## config.mk

```make
export PLATFORM = sky130hd
export DESIGN_NAME = tfifo_dmareq
export DESIGN_NICKNAME = d
export VERILOG_FILES = /design/src/rtl/tfd_pkg.sv /design/src/rtl/tfd_store.sv /design/src/rtl/tfd_level.sv /design/src/rtl/tfd_status.sv /design/src/rtl/tfifo_dmareq.sv
export SDC_FILE = /design/constraint.sdc
export NUM_CORES = 1
export LEC_CHECK = 0
export BUFFER_PORTS_ARGS = -buffer_cell sky130_fd_sc_hd__buf_2
export CAP_MARGIN = 15
export CORE_ASPECT_RATIO = 0.9
export CORE_MARGIN = 3
export CORE_UTILIZATION = 60
export DETAILED_ROUTE_END_ITERATION = 12
export GPL_TIMING_DRIVEN = 0
export PLACE_DENSITY_LB_ADDON = 0.3
export SLEW_MARGIN = 20
export SYNTH_ARGS = -nofsm -noshare
export SYNTH_HDL_FRONTEND = slang
export SYNTH_SLANG_ARGS = --single-unit
```

## constraint.sdc

```tcl
create_clock -name clk -period 3.6 [get_ports clk]
set_input_delay 0.72 -clock clk [delete_from_list [all_inputs] [get_ports clk]]
set_output_delay 0.72 -clock clk [all_outputs]
set_load 0.01 [all_outputs]
```

## src/rtl/tfd_pkg.sv

```systemverilog
package tfd_pkg;
   // register layout of the configuration word
   localparam int CFG_LVL_W      = 5;
   localparam int CFG_RX_DMA_BIT = 15;
   localparam int CFG_AF_LSB     = 8;
   localparam int CFG_TX_DMA_BIT = 7;
   localparam int CFG_AE_LSB     = 0;
   // level flag positions in the status word
   localparam int STAT_RX_LVL    = 10;
   localparam int STAT_TX_LVL    = 11;

   typedef struct packed {
      logic                 rx_dma;
      logic [CFG_LVL_W-1:0] af_lvl;
      logic                 tx_dma;
      logic [CFG_LVL_W-1:0] ae_lvl;
   } lvl_cfg_t;

   function automatic lvl_cfg_t cfg_unpack(input logic [15:0] w);
      lvl_cfg_t c;
      c.rx_dma = w[CFG_RX_DMA_BIT];
      c.af_lvl = w[CFG_AF_LSB +: CFG_LVL_W];
      c.tx_dma = w[CFG_TX_DMA_BIT];
      c.ae_lvl = w[CFG_AE_LSB +: CFG_LVL_W];
      return c;
   endfunction

   function automatic logic [15:0] cfg_pack(input lvl_cfg_t c);
      logic [15:0] w;
      w = '0;
      w[CFG_RX_DMA_BIT]            = c.rx_dma;
      w[CFG_AF_LSB +: CFG_LVL_W]   = c.af_lvl;
      w[CFG_TX_DMA_BIT]            = c.tx_dma;
      w[CFG_AE_LSB +: CFG_LVL_W]   = c.ae_lvl;
      return w;
   endfunction
endpackage

```

## src/rtl/tfd_store.sv

```systemverilog
module tfd_store #(
   parameter int WIDTH = 16,
   parameter int DEPTH = 32,
   localparam int AW   = $clog2(DEPTH),
   localparam int CW   = AW + 1
) (
   input  logic             clk,
   input  logic             rst_n,
   input  logic             push,
   input  logic [WIDTH-1:0] push_data,
   input  logic             pop,
   output logic [WIDTH-1:0] head_data,
   output logic [AW-1:0]    head,
   output logic [CW-1:0]    count,
   output logic             empty
);
   localparam logic [CW-1:0] FULL_CNT = CW'(DEPTH);

   logic [WIDTH-1:0] mem_q [DEPTH];
   logic [AW-1:0]    head_q;
   logic [CW-1:0]    cnt_q;
   logic [AW-1:0]    tail_idx;
   logic             do_push;
   logic             do_pop;

   assign do_push  = push && (cnt_q != FULL_CNT);
   assign do_pop   = pop && (cnt_q != '0);
   // power-of-two depth: dropping the carry gives the modulo wrap
   assign tail_idx = head_q + cnt_q[AW-1:0];

   always_ff @(posedge clk) begin
      if (do_push) mem_q[tail_idx] <= push_data;
   end

   always_ff @(posedge clk) begin
      if (!rst_n) begin
         head_q <= '0;
         cnt_q  <= '0;
      end else begin
         if (do_pop) head_q <= head_q + AW'(1);
         case ({do_push, do_pop})
            2'b10:   cnt_q <= cnt_q + CW'(1);
            2'b01:   cnt_q <= cnt_q - CW'(1);
            default: cnt_q <= cnt_q;
         endcase
      end
   end

   assign head_data = mem_q[head_q];
   assign head      = head_q;
   assign count     = cnt_q;
   assign empty     = (cnt_q == '0);
endmodule

```

## src/rtl/tfd_level.sv

```systemverilog
module tfd_level
   import tfd_pkg::*;
#(
   parameter int CW        = 6,
   parameter bit REGISTERED = 1'b1
) (
   input  logic          clk,
   input  logic          rst_n,
   input  logic [CW-1:0] count,
   input  logic          active,
   input  logic          dir_rx,
   input  lvl_cfg_t      cfg,
   output logic          rx_req,
   output logic          tx_req,
   output logic          rx_flag,
   output logic          tx_flag
);
   logic rx_hit, tx_hit;
   logic [3:0] nxt;

   assign rx_hit = active && dir_rx  && (32'(count) > 32'(cfg.af_lvl));
   assign tx_hit = active && !dir_rx && (32'(count) < 32'(cfg.ae_lvl));

   assign nxt = {rx_hit &&  cfg.rx_dma,
                 rx_hit && !cfg.rx_dma,
                 tx_hit &&  cfg.tx_dma,
                 tx_hit && !cfg.tx_dma};

   generate
      if (REGISTERED) begin : g_reg
         logic [3:0] lvl_q;
         always_ff @(posedge clk) begin
            if (!rst_n) lvl_q <= '0;
            else        lvl_q <= nxt;
         end
         assign {rx_req, rx_flag, tx_req, tx_flag} = lvl_q;
      end else begin : g_comb
         logic unused_clk;
         assign unused_clk = clk ^ rst_n;
         assign {rx_req, rx_flag, tx_req, tx_flag} = nxt;
      end
   endgenerate
endmodule

```

## src/rtl/tfd_status.sv

```systemverilog
module tfd_status #(
   parameter int STATW  = 16,
   parameter int MASKW  = 15,
   parameter int RX_BIT = 10,
   parameter int TX_BIT = 11
) (
   input  logic             clk,
   input  logic             rst_n,
   input  logic [STATW-1:0] evt,
   input  logic             clr_we,
   input  logic [STATW-1:0] clr_data,
   input  logic             mask_we,
   input  logic [MASKW-1:0] mask_data,
   input  logic             rx_flag,
   input  logic             tx_flag,
   output logic [STATW-1:0] status,
   output logic [MASKW-1:0] mask,
   output logic             irq
);
   logic [MASKW-1:0] mask_q;
   logic             unused_lvl_bits;

   assign unused_lvl_bits = ^{evt[RX_BIT], evt[TX_BIT], clr_data[RX_BIT], clr_data[TX_BIT]};

   for (genvar i = 0; i < STATW; i++) begin : g_bit
      if (i == RX_BIT) begin : g_rx
         assign status[i] = rx_flag;
      end else if (i == TX_BIT) begin : g_tx
         assign status[i] = tx_flag;
      end else begin : g_sticky
         logic sticky_q;
         always_ff @(posedge clk) begin
            if (!rst_n)                    sticky_q <= 1'b0;
            else if (evt[i])               sticky_q <= 1'b1;
            else if (clr_we && clr_data[i]) sticky_q <= 1'b0;
         end
         assign status[i] = sticky_q;
      end
   end

   always_ff @(posedge clk) begin
      if (!rst_n)       mask_q <= '0;
      else if (mask_we) mask_q <= mask_data;
   end

   assign mask = mask_q;
   assign irq  = |(status[MASKW-1:0] & mask_q);
endmodule

```

## src/rtl/tfifo_dmareq.sv

```systemverilog
module tfifo_dmareq
   import tfd_pkg::*;
#(
   parameter int WIDTH          = 16,
   parameter int DEPTH          = 32,
   parameter bit LEVEL_REGISTER = 1'b1,
   localparam int AW            = $clog2(DEPTH),
   localparam int CW            = AW + 1
) (
   input  logic        clk,
   input  logic        rst_n,
   input  logic        dir_rx,
   input  logic        xfer_active,
   input  logic        host_wr_en,
   input  logic [WIDTH-1:0] host_wr_data,
   input  logic        host_rd_en,
   output logic [WIDTH-1:0] host_rd_data,
   input  logic        eng_wr_en,
   input  logic [WIDTH-1:0] eng_wr_data,
   input  logic        eng_rd_en,
   output logic [WIDTH-1:0] eng_rd_data,
   input  logic        cfg_we,
   input  logic [15:0] cfg_wdata,
   output logic [15:0] cfg_rdata,
   input  logic [15:0] stat_evt,
   input  logic        stat_clr_we,
   input  logic [15:0] stat_clr_data,
   output logic [15:0] stat_rdata,
   input  logic        mask_we,
   input  logic [14:0] mask_wdata,
   output logic        irq,
   output logic        rx_dma_req,
   output logic        tx_dma_req
);
   localparam lvl_cfg_t CFG_RST = '{rx_dma: 1'b0, af_lvl: 5'h1F, tx_dma: 1'b0, ae_lvl: 5'h00};

   generate
      if ((DEPTH & (DEPTH - 1)) != 0 || DEPTH < 2 || DEPTH > 32) begin : g_bad_depth
         $error("tfifo_dmareq: DEPTH must be a power of two from 2 to 32");
      end
      if (WIDTH < 1) begin : g_bad_width
         $error("tfifo_dmareq: WIDTH must be positive");
      end
   endgenerate

   lvl_cfg_t         cfg_q, cfg_eff;
   logic             push_req, pop_req;
   logic [WIDTH-1:0] push_word, head_word;
   logic [AW-1:0]    head_ptr;
   logic [CW-1:0]    fill_cnt;
   logic             fifo_empty;
   logic             rx_flag, tx_flag;
   logic [14:0]      mask_q;

   // the direction picks which side fills and which side drains
   assign push_req  = dir_rx ? eng_wr_en   : host_wr_en;
   assign push_word = dir_rx ? eng_wr_data : host_wr_data;
   assign pop_req   = dir_rx ? host_rd_en  : eng_rd_en;

   always_ff @(posedge clk) begin
      if (!rst_n)      cfg_q <= CFG_RST;
      else if (cfg_we) cfg_q <= cfg_unpack(cfg_wdata);
   end

   // a write is seen by the evaluator on its own edge
   assign cfg_eff   = cfg_we ? cfg_unpack(cfg_wdata) : cfg_q;
   assign cfg_rdata = cfg_pack(cfg_q);

   tfd_store #(.WIDTH(WIDTH), .DEPTH(DEPTH)) u_store (
      .clk       (clk),
      .rst_n     (rst_n),
      .push      (push_req),
      .push_data (push_word),
      .pop       (pop_req),
      .head_data (head_word),
      .head      (head_ptr),
      .count     (fill_cnt),
      .empty     (fifo_empty)
   );

   assign host_rd_data = head_word;
   assign eng_rd_data  = head_word;

   tfd_level #(.CW(CW), .REGISTERED(LEVEL_REGISTER)) u_level (
      .clk     (clk),
      .rst_n   (rst_n),
      .count   (fill_cnt),
      .active  (xfer_active || !fifo_empty),
      .dir_rx  (dir_rx),
      .cfg     (cfg_eff),
      .rx_req  (rx_dma_req),
      .tx_req  (tx_dma_req),
      .rx_flag (rx_flag),
      .tx_flag (tx_flag)
   );

   tfd_status #(.STATW(16), .MASKW(15), .RX_BIT(STAT_RX_LVL), .TX_BIT(STAT_TX_LVL)) u_status (
      .clk       (clk),
      .rst_n     (rst_n),
      .evt       (stat_evt),
      .clr_we    (stat_clr_we),
      .clr_data  (stat_clr_data),
      .mask_we   (mask_we),
      .mask_data (mask_wdata),
      .rx_flag   (rx_flag),
      .tx_flag   (tx_flag),
      .status    (stat_rdata),
      .mask      (mask_q),
      .irq       (irq)
   );
endmodule

```

==> flow_summary_export.csv, run 1 <==
group,metric,value,unit
route,viasPerCell,6.57,
critical_path,rr_startpoint,"u_store.head[0]",
clock_network,htreeDepth,2,
route,drt-total-wl,59500,µm
power_and_ir_drop,seqPwrFrac,40.1,%
logic_synthesis,muxShareOfSynthArea,18.9,%
finish,regArea,16600,µm²
route,drtIter0Drc,1522,
critical_path,r2r-end,"u_store.mem_q[18][9]",
route,ant_nets,0,
sta,max_slew_margin,36.4,%
finish,multiInputGateArea,5850,µm²
critical_path,cpMaxStageDelayCell,"mux4_2",
die,pin_count,173,
grt,grt_max_degree,33,
die,die_height,191,µm
clock_network,clock_latency,0.60,ns
power_and_ir_drop,power_density,724,nW/µm²
logic_synthesis,synth_compound_area_share,1.59,%
logic_synthesis,synth-edff-count,512,
sta,hold_slack,0.339,ns
clock_network,cts_hold_buffers,0,
power_and_ir_drop,power.static_leakage,9.21,nW
logic_synthesis,synth-simple-area-share,2.93,%
logic_synthesis,synth_cells,1134,
logic_synthesis,netlist_area,22800,µm²
logic_synthesis,yosysWarnings,0,
critical_path,criticalPathCategory,"flip-flop to output pin",
hold_path,hold-path-endpoint,"u_status.g_bit[6].g_sticky.sticky_q",
power_and_ir_drop,intPower,14.1,mW
route,firstDrtPassIters,5,
run_status,status,"finished, violations left",
grt,antenna_found_initial,1,
sta,fin_skew,0.0168,ns
placement,post-dp-hpwl,36300,µm
die,fp.coreArea,37400,µm²
critical_path,cp_max_fo,5,
logic_synthesis,synth-xor-area-share,0.538,%
logic_synthesis,synth-seq-cells,573,
clock_network,cts_root_buf,"clkbuf_16",
critical_path,cp_cell_sequence,"buf_12 -> buf_12 -> buf_16 -> mux4_2 -> mux4_2 -> mux2_4 -> buf_6 -> buf_6",
power_and_ir_drop,pwr-share-clk,28.6,%
grt,grtUsageTotal,28.5,%
die,die_area,40400,µm²
die,die_w,212,µm
finish,fillers,2112,
sta,maxSlewViolCount,0,
logic_synthesis,synth.distinct_cells,49,
finish,layout-drive-gt1-share,40.7,%
route,drc,0,
critical_path,start_kind,"flip-flop",
clock_network,cts_sinks,573,
logic_synthesis,synth_top_family_by_area,"multiplexers",
hold_path,holdPathStages,3,
clock_network,path_clk_slew,0.06,ns
placement,gp_congestion,0.876,
die,placementRows,67,
grt,grt_pass1_vias,12200,
sta,min_period_over_period,106,%
logic_synthesis,synth.area.top_cells,"edfxtp_1 67%, mux4_2 16%, dfxtp_1 5.4%",
hold_path,worst_hold_path_type,"input pin to flip-flop",
sta,timing.setup.tns,-3.99,ns
sta,finalCriticalPeriod,3.81,ns
flow_run,maxCapViolCount,0,
clock_network,cts_buffers,55,
finish,layout.nets,1516,
logic_synthesis,ys_seq_area_share,72.8,%
grt,grt.overflow.total,0,
critical_path,cp-end-kind,"output pin",
critical_path,crit_arrival,3.09,ns
finish,area_growth,19.7,%
power_and_ir_drop,ir_drop,0.375,mV
clock_network,cts_tree,"done",
grt,busiest_layer,"met2",
critical_path,required,2.88,ns
critical_path,rr_worst_depth,7,
critical_path,r2r_slack,0.08,ns
power_and_ir_drop,switchingPower,5.70,mW
die,initial_utilization,61.0,%
hold_path,min_from,"stat_evt[6]",
power_and_ir_drop,pwr-share-comb,31.2,%
logic_synthesis,yosys.cell_count.top_type,"edfxtp_1",
logic_synthesis,synth_commonest_cells,"512 x edfxtp_1, 160 x mux4_2, 83 x nor2_1",
sta,rsz0062_at_grt,"yes",
grt,grtUsageMet2,44.3,%
clock_network,clockBufferDepth,3,
power_and_ir_drop,p_sw_share,28.8,%
sta,worst_slack,-0.209,ns
logic_synthesis,synth.top_cell.area_share,67.4,%
run_status,violations,"setup timing",
placement,io_buffers,159,
sta,worstMarginPinSlew,0.953,ns
logic_synthesis,yosysTopAreaCell,"edfxtp_1",
sta,fmax,263,MHz
grt,grt_pass1_wl,81800,µm
logic_synthesis,synth_flop_cell,"edfxtp_1",
grt,use_met1,40.6,%
critical_path,critical-path-max-stage-delay,0.52,ns
logic_synthesis,synthArstFlopShare,0,%
sta,hold_violations,0,
sta,final-setup-viol-count,32,
route,vias,12600,
logic_synthesis,synthAdderAreaFrac,0.965,%
route,wire_per_inst,31.0,µm
logic_synthesis,postSynthAreaPerCell,20.1,µm²
grt,use_met3,7.96,%
==> worst max-delay path: cells and delay by family, from the launching register on <==
family   cells  cell delay, ns
mux          3            1.37
buf+inv      5            0.67
flops        1            0.46
==> kinds of logic after synthesis <==
family,Yosys count
DFF,573
other,1
AOI/OAI and AO/OA,55
adders and majority gates,17
and+or+nand+nor,150
xor gates and xnor gates,14
muxes,226
buffers and inverters,98
==> sequential cells by signal, summed over array words and instances (netlist names), named ones only <==
name                              cells
cfg_rdata                            12
u_level.g_reg.lvl_q                   4
u_status.g_bit.g_sticky.sticky_q     14
u_status.mask                        15
u_store.count                         6
u_store.head                          5
u_store.mem_q                       512
==> metrics by stage <==
stage | setup WS (ns) | util, % | power, mW | std cells | area (µm²)
3_5_place_dp | -0.385 | 65.9 | 12.9 | 1805 | 24600
5_1_grt | -0.263 | 73.0 | 20.4 | 1918 | 27300
6_report | -0.209 | 73.0 | 19.8 | 1919 | 27300
2_1_floorplan | 0.325 | - | 11.1 | 1137 | 22800
3_3_place_gp | -0.320 | 64.8 | 12.6 | 1779 | 24200
4_1_cts | -0.205 | 71.8 | 19.0 | 1908 | 26800
==> layout by cell type, fill, tap and decap left out, types with 14 or more instances in the layout <==
cell type	count
edfxtp_1	512
mux4_2	160
buf_2	134
clkbuf_16	66
dfxtp_1	60
buf_6	57
nor2_1	51
mux2i_1	32
buf_4	31
nor2_2	30
nand2_1	29
clkbuf_1	28
a21oi_1	23
mux2_2	18
mux2_4	16
buf_12	15
ha_1	15
clkinv_2	14
==> power by group through the flow <==
stage / Sequential [mW] / Combinational, mW / Clock [mW]
finish: 7.94 / 6.18 / 5.66
detailed placement: 8.02 / 4.85 / 0
CTS: 7.91 / 5.45 / 5.66
global placement: 8.01 / 4.59 / 0
floorplan: 7.96 / 3.14 / 0
global route: 7.96 / 6.47 / 5.92
==> layout make-up <==
| class | instances | area share, % |
|---|---|---|
| multi-input cells | 466 | 21.4 |
| inverters | 5 | 0.0688 |
| repair buffers | 201 | 6.01 |
| well taps | 483 | 2.21 |
| clock inverters | 31 | 0.853 |
| diodes | 1 | 0.00917 |
| clock buffers | 68 | 5.57 |
| plain buffers | 91 | 3.04 |
| flip-flops and latches | 573 | 60.8 |
==> worst max-delay path by stage <==
stage / start / slack [ns] / cells after the start / end
after global routing: flip-flop / -0.26 / 8 / host_rd_data[2]
after CTS: flip-flop / -0.20 / 7 / host_rd_data[12]
after detailed placement: flip-flop / -0.39 / 7 / host_rd_data[9]
final: flip-flop / -0.21 / 8 / host_rd_data[2]
after floorplan: u_store.count[1] / 0.32 / 12 / u_store.count[4]
after global placement: dir_rx / -0.32 / 7 / u_store.mem_q[4][6]
==> metal layers <==
metal,share of wire [%],vias to the layer above
li1,-,5107
met3,11,122
met5,0,-
met4,3.0,0
met1,37,6470
met2,48,903
==> what timing repair did <==
action                     4_1_cts  5_1_grt
cloned                           3        8
setup buffers                    3        2
setup endpoints to repair       33       64
resized for setup              103       48
No activity file was read; power rests on OpenSTA's default activity.
==> run 2, diff against run 1 <==
--- a/config.mk
+++ b/config.mk
@@ -7,12 +7,15 @@
 export LEC_CHECK = 0
 export BUFFER_PORTS_ARGS = -buffer_cell sky130_fd_sc_hd__buf_2
 export CAP_MARGIN = 15
+export CELL_PAD_IN_SITES_DETAIL_PLACEMENT = 0
+export CELL_PAD_IN_SITES_GLOBAL_PLACEMENT = 1
 export CORE_ASPECT_RATIO = 0.9
 export CORE_MARGIN = 3
-export CORE_UTILIZATION = 60
+export CORE_UTILIZATION = 52
 export DETAILED_ROUTE_END_ITERATION = 12
 export GPL_TIMING_DRIVEN = 0
 export PLACE_DENSITY_LB_ADDON = 0.3
+export SKIP_LAST_GASP = 1
 export SLEW_MARGIN = 20
 export SYNTH_ARGS = -nofsm -noshare
 export SYNTH_HDL_FRONTEND = slang
==> run 2 against run 1 <==
Critical path depth unchanged. Critical path type unchanged. Worst setup slack better by 0.054 ns. Clock power is 7.6% lower. Worst hold slack gained 0.0016 ns. The run still ends with setup timing left. Largest cell class unchanged.
==> flow_summary_export.csv, run 2 (synthesis gave the netlist of run 1 again) <==
group,metric,value,unit
grt,grt_max_degree,33,
route,drt-total-wl,53600,µm
clock_network,cts_sinks,573,
critical_path,cpMaxStageDelayCell,"mux4_2",
finish,layout_common_cells,"512 x edfxtp_1, 160 x mux4_2, 135 x buf_2",
sta,worstMarginPinSlew,0.925,ns
sta,min_period_over_period,104,%
sta,fmax,266,MHz
clock_network,cts_tree,"done",
hold_path,worst_hold_path_type,"input pin to flip-flop",
sta,fin_skew,0.0167,ns
critical_path,cp_max_fo,5,
clock_network,cts_root_buf,"clkbuf_16",
critical_path,crit_arrival,3.03,ns
critical_path,critical_path.top_delay_family,"multiplexers",
route,viasPerCell,5.99,
flow_run,maxCapViolCount,0,
die,initial_utilization,52.9,%
placement,io_buffers,159,
finish,largest_register,"u_store.mem_q",
finish,final_common_cell,"edfxtp_1",
critical_path,r2r_slack,0.17,ns
route,drtIter0Drc,1219,
grt,grt_pass1_vias,11900,
clock_network,clockBufferDepth,3,
grt,use_met3,7.19,%
power_and_ir_drop,power.static_leakage,9.11,nW
die,pin_count,173,
critical_path,start_kind,"flip-flop",
clock_network,cts_buffers,55,
sta,final-setup-viol-count,29,
sta,finalCriticalPeriod,3.75,ns
critical_path,crit_top_cell,"buf_12",
finish,layoutNonFillerInstCount,1986,
power_and_ir_drop,total_power,19.2,mW
clock_network,htreeDepth,2,
critical_path,cp_cell_sequence,"buf_12 -> buf_12 -> buf_12 -> mux4_2 -> mux4_2 -> mux2_4 -> buf_6 -> buf_6",
run_status,violations,"setup timing",
grt,antenna_found_initial,1,
finish,antenna_cells,0,
die,die_height,205,µm
grt,grt_pass1_wl,78100,µm
critical_path,cp-end-kind,"output pin",
finish,layout-drive-gt1-share,39.8,%
finish,largest_register_ffs,512,
route,vias,11900,
sta,max_slew_margin,38.3,%
placement,post-dp-hpwl,35800,µm
grt,grtUsageTotal,23.4,%
sta,hold_violations,0,
critical_path,critical_path_buf_inv_count,5,
critical_path,criticalPathCategory,"flip-flop to output pin",
critical_path,required,2.88,ns
die,die_area,46400,µm²
finish,layout.nets,1514,
sta,worst_slack,-0.155,ns
clock_network,path_clk_slew,0.06,ns
route,firstDrtPassIters,5,
sta,maxSlewViolCount,0,
route,drc,0,
power_and_ir_drop,power_density,705,nW/µm²
finish,area_growth,19.1,%
grt,grt.overflow.total,0,
placement,gp_congestion,0.873,
clock_network,clock_latency,0.60,ns
die,fp.coreArea,43200,µm²
finish,fillers,2914,
placement,dpl.cell_count,1877,
grt,busiest_layer,"met2",
sta,rsz0062_at_grt,"yes",
route,ant_nets,0,
route,wire_per_inst,27.0,µm
grt,use_met1,33.2,%
grt,grtUsageMet2,35.2,%
die,die_w,227,µm
power_and_ir_drop,ir_drop,0.337,mV
critical_path,critical-path-max-stage-delay,0.58,ns
run_status,status,"finished, violations left",
die,placementRows,72,
## run 2: final timing paths
| path | startpoint | endpoint | depth (start not counted) |
|---|---|---|---|
| setup / recovery | flip-flop | host_rd_data[11] | 8 |
| hold / removal | stat_evt[3] | u_status.g_bit[3].g_sticky.sticky_q | 3 |
| setup reg to reg | u_store.count[1] | u_store.count[4] | 11 |
| hold reg to reg | u_status.g_bit[15].g_sticky.sticky_q | u_status.g_bit[15].g_sticky.sticky_q | 2 |
## run 2: where the power goes
group          switching [mW]  internal [mW]
sequential              0.161           7.73
clock                    2.32           2.91
combinational            2.96           3.08
## run 2: metrics by stage
step	instance area [µm²]	setup slack [ns]	setup TNS, ns	util (%)	hold WS (ns)
detailed placement	24700	-0.354	-7.95	57.2	0.483
floorplan	22800	0.325	0	-	0.452
finish	27200	-0.155	-2.29	63.0	0.341
global route	27200	-0.205	-4.06	63.0	0.317
global placement	24300	-0.352	-61.91	56.3	0.469
CTS	27000	-0.184	-3.10	62.5	0.309
## run 2: timing repair
action	4_1_cts	5_1_grt
gates cloned	5	5
gates resized for setup	129	22
setup buffers	5	1
setup endpoints to repair	33	33
hold buffers	0	0
## run 2: layer usage
| layer | up-vias | share of wire (%) |
|---|---|---|
| li1 | 5096 | - |
| met1 | 6123 | 40 |
| met2 | 593 | 46 |
| met3 | 86 | 10 |
| met4 | 0 | 3.5 |
| met5 | - | 0 |
## run 2: layout make-up
cell class                      instances  area (µm²)  area share (%)
Sequential cell                       573       16600            61.1
Multi-Input combinational cell        466        5840            21.5
Timing Repair Buffer                  199        1590            5.83
Clock buffer                           72        1500            5.53
Buffer                                 91         827            3.04
Tap cell                              555         694            2.56
Clock inverter                         25         108           0.396
Inverter                                5        18.8          0.0691
## run 2: worst register-to-register path, stage by stage, from the launching register on
cell and delay [ns]:
dfxtp_1 0.38, buf_2 0.22, or4_4 0.57, o31a_1 0.26
clkbuf_1 0.21, ha_4 0.25, xor2_1 0.15, ha_1 0.24
and3_1 0.18, a311o_1 0.34, or4_1 0.41, a21oi_1 0.16
==> run 3, diff against run 2 <==
--- a/config.mk
+++ b/config.mk
@@ -5,16 +5,17 @@
 export SDC_FILE = /design/constraint.sdc
 export NUM_CORES = 1
 export LEC_CHECK = 0
-export BUFFER_PORTS_ARGS = -buffer_cell sky130_fd_sc_hd__buf_2
 export CAP_MARGIN = 15
 export CELL_PAD_IN_SITES_DETAIL_PLACEMENT = 0
 export CELL_PAD_IN_SITES_GLOBAL_PLACEMENT = 1
 export CORE_ASPECT_RATIO = 0.9
 export CORE_MARGIN = 3
-export CORE_UTILIZATION = 52
+export CORE_UTILIZATION = 55
 export DETAILED_ROUTE_END_ITERATION = 12
+export DONT_BUFFER_PORTS = 1
 export GPL_TIMING_DRIVEN = 0
 export PLACE_DENSITY_LB_ADDON = 0.3
+export REMOVE_ABC_BUFFERS = 1
 export SKIP_LAST_GASP = 1
 export SLEW_MARGIN = 20
 export SYNTH_ARGS = -nofsm -noshare
==> run 3 against run 2 <==
First-iteration DRC count down 0.57%. Clock skew up 0.0048 ns. The flow now finishes without violations. Worst hold slack worse by 0.15 ns.
==> flow_summary_export.csv, run 3 (synthesis gave the netlist of run 1 again) <==
group,metric,value,unit
grt,grt_max_degree,53,
grt,grtUsageTotal,23.5,%
sta,rsz0062_at_grt,"yes",
critical_path,critical_path_buf_inv_count,3,
power_and_ir_drop,total_power,18.1,mW
sta,hold_slack,0.196,ns
critical_path,critical_path.top_delay_family,"multiplexers",
route,drt-total-wl,49900,µm
critical_path,cp_cell_sequence,"buf_16 -> buf_16 -> buf_16 -> mux4_2 -> mux4_2 -> mux2_4",
die,pin_count,173,
finish,layout.nets,1259,
critical_path,criticalPathCategory,"flip-flop to output pin",
hold_path,holdPathStages,1,
route,highest_layer,"met4",
finish,area_growth,13.0,%
grt,grt_pass1_wl,74400,µm
clock_network,htreeDepth,2,
finish,regArea,16600,µm²
clock_network,clockBufferDepth,3,
sta,worstMarginPinSlew,0.937,ns
finish,layout-drive-gt1-share,29.4,%
die,placementRows,70,
route,met1_length,20400,µm
critical_path,r2r-end,"u_store.mem_q[16][8]",
route,wire_per_inst,29.0,µm
die,die_area,44000,µm²
critical_path,r2r_slack,0.15,ns
critical_path,crit_top_cell,"buf_16",
route,ant_nets,0,
grt,antenna_found_initial,0,
finish,fillers,2788,
critical_path,crit_arrival,2.84,ns
die,fp.coreArea,40800,µm²
route,drtIter0Drc,1212,
critical_path,cp-end-kind,"output pin",
critical_path,rr_startpoint,"u_store.count[0]",
die,initial_utilization,55.9,%
sta,fmax,281,MHz
critical_path,cpMaxStageDelayCell,"mux4_2",
clock_network,cts_tree,"done",
clock_network,cts_root_buf,"clkbuf_16",
finish,layout_common_cells,"512 x edfxtp_1, 160 x mux4_2, 56 x dfxtp_1",
critical_path,cp_max_fo,14,
sta,finalCriticalPeriod,3.56,ns
power_and_ir_drop,power.static_leakage,8.08,nW
grt,grt.overflow.total,0,
power_and_ir_drop,power_density,704,nW/µm²
critical_path,critical-path-max-stage-delay,0.53,ns
critical_path,path_depth,6,
sta,min_period_over_period,98.8,%
route,vias,10900,
clock_network,path_clk_slew,0.06,ns
critical_path,rr_worst_depth,7,
sta,fin_skew,0.0215,ns
route,firstDrtPassIters,7,
placement,io_buffers,0,
route,viasPerCell,6.36,
grt,grt_pass1_vias,11400,
clock_network,cts_buffers,54,
finish,antenna_cells,0,
sta,hold_violations,0,
sta,maxSlewViolCount,0,
die,die_height,199,µm
finish,multiInputGateArea,5990,µm²
sta,max_slew_margin,37.4,%
finish,final_common_cell,"edfxtp_1",
placement,gp_congestion,0.742,
route,wl_met2,24800,µm
critical_path,required,2.88,ns
clock_network,clock_latency,0.60,ns
finish,largest_register_ffs,512,
clock_network,cts_sinks,573,
finish,largest_register,"u_store.mem_q",
flow_run,maxCapViolCount,0,
hold_path,worst_hold_path_type,"input pin to flip-flop",
run_status,status,"complete, no violations",
die,die_w,221,µm
hold_path,min_from,"rst_n",
power_and_ir_drop,ir_drop,0.439,mV
hold_path,hold-path-endpoint,"cfg_rdata[9]",
clock_network,cts_hold_buffers,0,
route,drc,0,
sta,final-setup-viol-count,0,
placement,post-dp-hpwl,26900,µm
critical_path,start_kind,"flip-flop",
route,wl_met3,3650,µm
==> run 3: what timing repair did <==
| item | CTS | global route |
|---|---|---|
| gates resized for setup | 21 | 6 |
| setup endpoints to repair | 32 | 73 |
| pin swaps | 0 | 5 |
| buffers inserted | 14 | 5 |
| cloned | 9 | 0 |
==> run 3: worst max path at each step <==
stage	start	to
finish	flip-flop	eng_rd_data[10]
global route	flip-flop	host_rd_data[0]
global placement	flip-flop	eng_rd_data[0]
CTS	flip-flop	host_rd_data[0]
detailed placement	flip-flop	host_rd_data[5]
floorplan	flip-flop	eng_rd_data[0]
==> run 3: cell type report <==
class / instances / share of cell area [%]
clock buffers: 73 / 5.77
clock inverters: 26 / 0.962
inverters: 5 / 0.0777
multi-input cells: 466 / 23.3
flip-flops and latches: 573 / 64.5
well taps: 540 / 2.62
repair buffers: 36 / 2.84
==> run 3: worst reg2reg max path: cells and delay by family (launching register included) <==
| kind | cells | cell delay, ns |
|---|---|---|
| AOI/OAI and AO/OA | 2 | 0.44 |
| and+or+nand+nor | 2 | 1.11 |
| adders and majority gates | 2 | 0.72 |
| xor gates and xnor gates | 1 | 0.32 |
| DFF | 1 | 0.46 |
==> run 3: layer usage <==
metal | vias up | track usage (%)
met5 | - | 0
met4 | 0 | 6.54
met3 | 73 | 4.42
met2 | 440 | 37.2
met1 | 5818 | 34.1
li1 | 4607 | -
==> run 3: per-stage QoR <==
stage / util (%) / worst slack [ns] / setup TNS [ns] / cells / instance area (µm²)
2_1_floorplan: - / -3.85 / -123.30 / 1044 / 22300
3_3_place_gp: 56.3 / -6.40 / -433.00 / 1584 / 23000
3_5_place_dp: 57.4 / -0.178 / -3.03 / 1592 / 23400
4_1_cts: 62.9 / -0.000988 / -0.00197 / 1714 / 25700
5_1_grt: 63.1 / -0.0240 / -0.160 / 1719 / 25800
6_report: 63.1 / 0.0415 / 0 / 1719 / 25800
==> run 3: power by group <==
part / switching [mW] / leakage (nW) / internal (mW)
logic: 2.35 / 2.11 / 2.21
clock network: 2.36 / 0.850 / 3.24
registers: 0.225 / 5.12 / 7.74
